`src/rtl/int_addsub_pkg.sv`:
```
package int_addsub_pkg;

   typedef enum logic [1:0] {
      OP_ADDU = 2'b00,
      OP_ADDS = 2'b01,
      OP_SUBU = 2'b10,
      OP_SUBS = 2'b11
   } addsub_op_e;

   function automatic logic op_is_sub(input addsub_op_e op);
      return op[1];
   endfunction

endpackage

```
`src/rtl/addsub_opnd_mux.sv`:
```
module addsub_opnd_mux #(
   parameter int DATA_W = 32,
   parameter int IMM_W  = 16
) (
   input  logic              imm_sel,
   input  logic [DATA_W-1:0] src1,
   input  logic [IMM_W-1:0]  imm,
   output logic [DATA_W-1:0] opnd_a
);
   localparam int EXT_W = DATA_W - IMM_W;

   logic [DATA_W-1:0] imm_ext;

   generate
      if (EXT_W > 0) begin : g_sext
         assign imm_ext = {{EXT_W{imm[IMM_W-1]}}, imm};
      end else begin : g_full
         assign imm_ext = imm;
      end
   endgenerate

   assign opnd_a = imm_sel ? imm_ext : src1;

endmodule

```
`src/rtl/addsub_core.sv`:
```
module addsub_core #(
   parameter int DATA_W = 32
) (
   input  logic              do_sub,
   input  logic [DATA_W-1:0] opnd_a,
   input  logic [DATA_W-1:0] opnd_b,
   output logic [DATA_W-1:0] sum,
   output logic              carry,
   output logic              ovf
);
   localparam int MSB = DATA_W - 1;

   logic [DATA_W-1:0] b_eff;
   logic [DATA_W:0]   wide;

   assign b_eff = do_sub ? ~opnd_b : opnd_b;
   assign wide  = {1'b0, opnd_a} + {1'b0, b_eff} + {{DATA_W{1'b0}}, do_sub};
   assign sum   = wide[MSB:0];
   assign carry = wide[DATA_W];
   assign ovf   = (opnd_a[MSB] == b_eff[MSB]) && (sum[MSB] != opnd_a[MSB]);

endmodule

```
`src/rtl/addsub_cc_rule.sv`:
```
module addsub_cc_rule
   import int_addsub_pkg::*;
(
   input  addsub_op_e op,
   input  logic       sum_msb,
   input  logic       carry,
   input  logic       ovf,
   output logic       cc
);
   always_comb begin
      unique case (op)
         OP_ADDU: cc = carry;
         OP_ADDS: cc = sum_msb;
         OP_SUBU: cc = ~carry;
         OP_SUBS: cc = sum_msb ^ ovf;
         default: cc = 1'b0;
      endcase
   end
endmodule

```
`src/rtl/int_addsub_unit.sv`:
```
module int_addsub_unit
   import int_addsub_pkg::*;
#(
   parameter int DATA_W  = 32,
   parameter int IMM_W   = 16,
   parameter int REG_OUT = 1
) (
   input  logic              clk,
   input  logic              rst_n,
   input  logic [1:0]        op_sel,
   input  logic              imm_sel,
   input  logic [DATA_W-1:0] src1,
   input  logic [IMM_W-1:0]  imm,
   input  logic [DATA_W-1:0] src2,
   output logic [DATA_W-1:0] result,
   output logic              cc
);
   localparam int MSB = DATA_W - 1;

   generate
      if (DATA_W < 2)          begin : g_bad_w   $error("DATA_W must be at least 2"); end
      if (IMM_W < 1 || IMM_W > DATA_W)
                               begin : g_bad_imm $error("IMM_W must lie in 1..DATA_W"); end
      if (REG_OUT != 0 && REG_OUT != 1)
                               begin : g_bad_reg $error("REG_OUT must be 0 or 1"); end
   endgenerate

   addsub_op_e        op;
   logic [DATA_W-1:0] opnd_a;
   logic [DATA_W-1:0] sum_c;
   logic              carry_c;
   logic              ovf_c;
   logic              cc_c;

   assign op = addsub_op_e'(op_sel);

   addsub_opnd_mux #(.DATA_W(DATA_W), .IMM_W(IMM_W)) u_opnd (
      .imm_sel (imm_sel),
      .src1    (src1),
      .imm     (imm),
      .opnd_a  (opnd_a)
   );

   addsub_core #(.DATA_W(DATA_W)) u_core (
      .do_sub (op_is_sub(op)),
      .opnd_a (opnd_a),
      .opnd_b (src2),
      .sum    (sum_c),
      .carry  (carry_c),
      .ovf    (ovf_c)
   );

   addsub_cc_rule u_cc (
      .op      (op),
      .sum_msb (sum_c[MSB]),
      .carry   (carry_c),
      .ovf     (ovf_c),
      .cc      (cc_c)
   );

   generate
      if (REG_OUT == 1) begin : g_reg
         always_ff @(posedge clk) begin
            if (!rst_n) begin
               result <= '0;
               cc     <= 1'b0;
            end else begin
               result <= sum_c;
               cc     <= cc_c;
            end
         end
      end else begin : g_comb
         assign result = sum_c;
         assign cc     = cc_c;
      end
   endgenerate

endmodule

```
`config.mk`:
```
export PLATFORM = sky130hd
export DESIGN_NAME = int_addsub_unit
export DESIGN_NICKNAME = d
export VERILOG_FILES = /design/src/rtl/int_addsub_pkg.sv /design/src/rtl/addsub_opnd_mux.sv /design/src/rtl/addsub_core.sv /design/src/rtl/addsub_cc_rule.sv /design/src/rtl/int_addsub_unit.sv
export SDC_FILE = /design/constraint.sdc
export NUM_CORES = 1
export LEC_CHECK = 0
export BUFFER_PORTS_ARGS = -buffer_cell sky130_fd_sc_hd__buf_2
export CAP_MARGIN = 20
export CORE_ASPECT_RATIO = 0.6
export CORE_MARGIN = 2
export CORE_UTILIZATION = 32
export CTS_CLUSTER_DIAMETER = 30
export CTS_CLUSTER_SIZE = 20
export DETAILED_ROUTE_END_ITERATION = 10
export PLACE_DENSITY = 0.67
export SLEW_MARGIN = 40
export SYNTH_ARGS = -nofsm -noshare
export SYNTH_HDL_FRONTEND = slang
export SYNTH_SLANG_ARGS = --single-unit
```
`constraint.sdc`:
```
create_clock -name clk -period 8.3 [get_ports clk]
set_clock_uncertainty 0.15 [all_clocks]
set_input_delay 1.66 -clock clk [delete_from_list [all_inputs] [get_ports clk]]
set_output_delay 1.66 -clock clk [all_outputs]
set_load 0.05 [all_outputs]
```
# Yosys cells after proc, flatten, opt, wreduce, memory -nomap -nowiden
# Cells that the tools add are included.
# totals
inputBits	85
output_inout_bits	33
regBits	33
# op_classes
bitwise	3
mux	3
n_reduce_logical	2
eq_ne	5
n_addsub	2
# ops
operator	count
2-to-1 mux 32 bit	2
adder 32 x 32 -> 33 bit	1
adder 33 x 1 -> 33 bit	1
NOT 32 bit	1
== test 2 bit, second input constant	2
case mux 1 bit (4 select lines)	1
== test 2 x 1 -> 1 bit, second input constant	1
zero test 2 bit	1
== test 1 bit	1
logical AND 1 bit	1
inequality test 1 bit	1
NOT 1 bit	1
bitwise XOR 1 bit	1

# Depth between registers and ports, before layout
# logic_depth
word_depth	8
depth_mapped	15

# Hierarchy
# From an unflattened synthesis, not the netlist that was laid out.
# unflattened
hier_cells	408
area_unflattened_um2	3664.8
# modules_own_cells
module	cells_each	instances	area_each_um2
addsub_core	295	1	2152.1
int_addsub_unit	69	1	923.4
addsub_opnd_mux	37	1	549.3
addsub_cc_rule	7	1	40.0

# Worst setup path after synthesis
# OpenSTA, ideal clock, no wires.
# synth_path
path_kind	input to register
from	input imm_sel
to	register result[30]
required_ns	8.035
n_path_buf	2
t_arrival_ns	4.450
cell_stages	13
slack_ns	3.585
cell_sequence	buf_2 -> clkbuf_1 -> mux2_2 -> ha_1 -> a21o_1 -> a21o_1 -> a21o_1 -> or3b_4 -> o211ai_2 -> a21oi_2 -> a311oi_2 -> xnor2_1 -> and2_1
# synth_between
elab_chain_len	3
# synth_rtl
element	line_no	rtl
from (decl)	int_addsub_unit.sv:11	input logic imm_sel,
2-to-1 mux 32 bit	addsub_opnd_mux.sv:22	assign opnd_a = imm_sel ? imm_ext : src1;
adder 32 x 32 -> 33 bit	addsub_core.sv:17	assign wide = {1'b0, opnd_a} + {1'b0, b_eff} + {{DATA_W{1'b0}}, do_sub};
adder 33 x 1 -> 33 bit	addsub_core.sv:17	
to (signal assigned)	int_addsub_unit.sv:68	result <= sum_c;
to (decl)	int_addsub_unit.sv:15	output logic [DATA_W-1:0] result,
# No other way between the ends.
# A chain may end at the register's enable or synchronous reset.

# Final worst setup path
# layout_path
from	input imm_sel
to	register result[22]
# Same word-level chain as after synthesis.

==> impl_metrics.yaml <==
logic_synthesis:
  synth.net_count: 545
  ys_types: 50
  synth_ff_type: "dfxtp_1"
  synth_edf_count: 0
  synthAdderAreaFrac: 0.122
  synth_top_family_by_area: "compound AO/OA/AOI/OAI gates"
  async_flop_share: 0
  netlist_area_um2: 3330
  synth-seq-area-share: 0.198
  avgSynthCellArea_um2: 7.79
  synth_compound_area_frac: 0.239
  muxShareOfSynthArea: 0.0499
  syn-instance-count: 428
  synth_xor_area_frac: 0.147
  synthSimpleGateAreaFrac: 0.183
  synth-warning-count: 0
  synth_seq_cells: 33
placed_design:
  dp_hpwl_um: 7850
  numPortBuffers: 117
  routabilityCongestion: 0.925
  placed_area_um2: 4010
job:
  maxCapViolCount: 0
final_layout:
  final_common_cell: "buf_2"
  fillCellCount: 1031
  post-route-util: 0.415
  layout-drive-gt1-share: 0.267
  multi_input_area_um2: 2470
  antennaDiodeCount: 0
  area_growth_pct: 24.3
  seqCellArea_um2: 661
  final_area_um2: 4140
  nNetsFinal: 648
  layout_common_cells: "buf_2, a21oi_1, xor2_1"
floorplanning:
  die_h_um: 83.1
  die_area_um2: 11300
  num_rows: 28
  die_x_um: 136
  initial_core_util: 0.334
  core_area_um2: 9980
  io_pins: 118
clock_network:
  htree_levels: 2
  clockBufferDepth: 2
  cts_sinks: 33
  tritoncts: "done"
  cts_root_buf: "clkbuf_16"
  cts_repair_resize_count: 0
  ctsHoldBuffers: 0
  post-cts-setup-buffer-count: 0
  cts-buffers-inserted: 5
  clkTransAtPathRegs_ps: 50
timing:
  hold_viol: 0
  setup-violations-final: 0
  fmax_mhz: 203
  slew_viol_final: 0
  fin_crit_ps: 4930
  fin_setup_tns_ps: 0
  period_share: 0.594
  rsz0062_at_grt: "no"
  slew_headroom: 0.560
  worst-slew-pin-transition_ps: 660
detailed_routing:
  ant_nets: 0
  routed_wl_um: 9780
  routed_via_density: 5.06
  vias: 3376
  initialDrtViolationCount: 225
  wl_per_cell_um: 14.7
  drt-pass1-iter-count: 5
  drc: 0
critical_path:
  cp-start-kind: "primary input"
  cpMaxStageDelayCell: "buf_2"
  critical_path.top_delay_family: "compound AO/OA/AOI/OAI gates"
  worstPathArrival_ps: 4960
  cp_common_cell: "a21oi_1"
  critical_path_buf_inv_count: 1
  cp-end-kind: "register"
  cpPeakStageDelay_ps: 520
  crit_chain: "buf_2 -> mux2i_1 -> nor2_1 -> a21oi_1 -> fa_1 -> nand2b_1 -> a21oi_1 -> o211ai_1 -> a21oi_1 -> o21ai_0 -> o21bai_1 -> a21boi_0 -> xnor2_1 -> and2_1"
  cp_data_required_time_ps: 8320
  path_class: "primary input to register"
  worstPathMaxFanout: 33
grt:
  antenna_found_initial: 0
  grt_overflow_total: 0
  grt_use_total: 0.170
  grt_pass1_wl_um: 15400
  grt_pass1_vias: 3202
  grt_max_degree: 36
hold_path:
  holdCritPathClass: "primary input to register"
run_status:
  status: "finished clean"
power_and_ir_drop:
  leakagePower_nw: 2.10
  peakVddDrop_mv: 0.0948
  power.density_nw_per_um2: 210
-- per-stage QoR --
stage / hold WS (ps) / setup WS (ps) / total power, mW / cells
floorplan: 1670 / 3580 / 0.575 / 428
global placement: 1910 / 3180 / 0.683 / 659
detailed placement: 1910 / 3090 / 0.692 / 659
CTS: 1620 / 3390 / 0.871 / 667
global route: 1670 / 3030 / 0.921 / 667
finish: 1630 / 3370 / 0.872 / 667
-- kinds of logic (layout without fill, tap and decap cells) --
| kind of cell | after synthesis | count (layout) |
|---|---|---|
| and+or+nand+nor | 114 | 114 |
| adders and majority gates | 32 | 32 |
| xor gates and xnor gates | 56 | 56 |
| buffers and inverters | 52 | 156 |
| muxes | 15 | 15 |
| DFF | 33 | 33 |
| AOI/OAI and AO/OA | 126 | 126 |
-- routing by layer --
metal | GRT usage | wire, µm | vias to the layer above
met5 | 0 | 0 | -
met4 | 0.0407 | 107 | 0
met3 | 0.0379 | 719 | 11
met2 | 0.247 | 3930 | 128
met1 | 0.250 | 5030 | 1533
li1 | - | - | 1704
-- layout make-up --
cell class | instances | share of cell area
inverters | 31 | 0.0281
flip-flops and latches | 33 | 0.159
repair buffers | 117 | 0.142
clock buffers | 8 | 0.0329
well taps | 135 | 0.0408
multi-input cells | 343 | 0.597
-- flip-flops by register name (all words and copies together) (netlist names) --
register,count
result,32
cc,1
-- power breakdown --
group | switching, mW | total (mW) | internal [mW]
sequential | 0.00835 | 0.201 | 0.193
combinational | 0.320 | 0.492 | 0.171
clock | 0.0670 | 0.179 | 0.112
total | 0.396 | 0.872 | 0.476
-- path summary, 6_finish.rpt --
| path | start | endpoint | slack (ps) | cells after the start |
|---|---|---|---|---|
| worst max-delay path | imm_sel | result[22] | 3370 | 14 |
| worst min-delay path | src2[0] | result[0] | 1630 | 4 |
-- tightest hold or removal path, stage by stage --
cell and delay, ps:
buf_2 100, inv_1 70, nand2_1 60, and3b_1 140
-- synth_stat cells, drive strengths merged, types with 2 or more instances --
master	count	area, µm²
a21oi	41	209
o21bai	7	52.6
inv	31	116
a221o	2	20.0
clkbuf	15	56.3
mux2i	2	20.0
ha	31	388
and2	28	175
xor2	38	333
a21o	14	105
nor3	3	15.0
o21a	3	22.5
o211ai	4	40.0
mux2	13	146
a211oi	2	15.0
a311oi	3	38.8
nand4	6	37.5
nand3	10	50.1
and3	11	70.1
nand2b	4	25.0
o21ai	35	175
a31oi	4	25.0
dfxtp	33	661
a221oi	2	17.5
and3b	3	26.3
nor2b	5	31.3
buf	6	26.3
nor2	16	60.1
nand2	25	93.8
xnor2	18	158
Note: power is estimated with default switching activity, not from simulation.
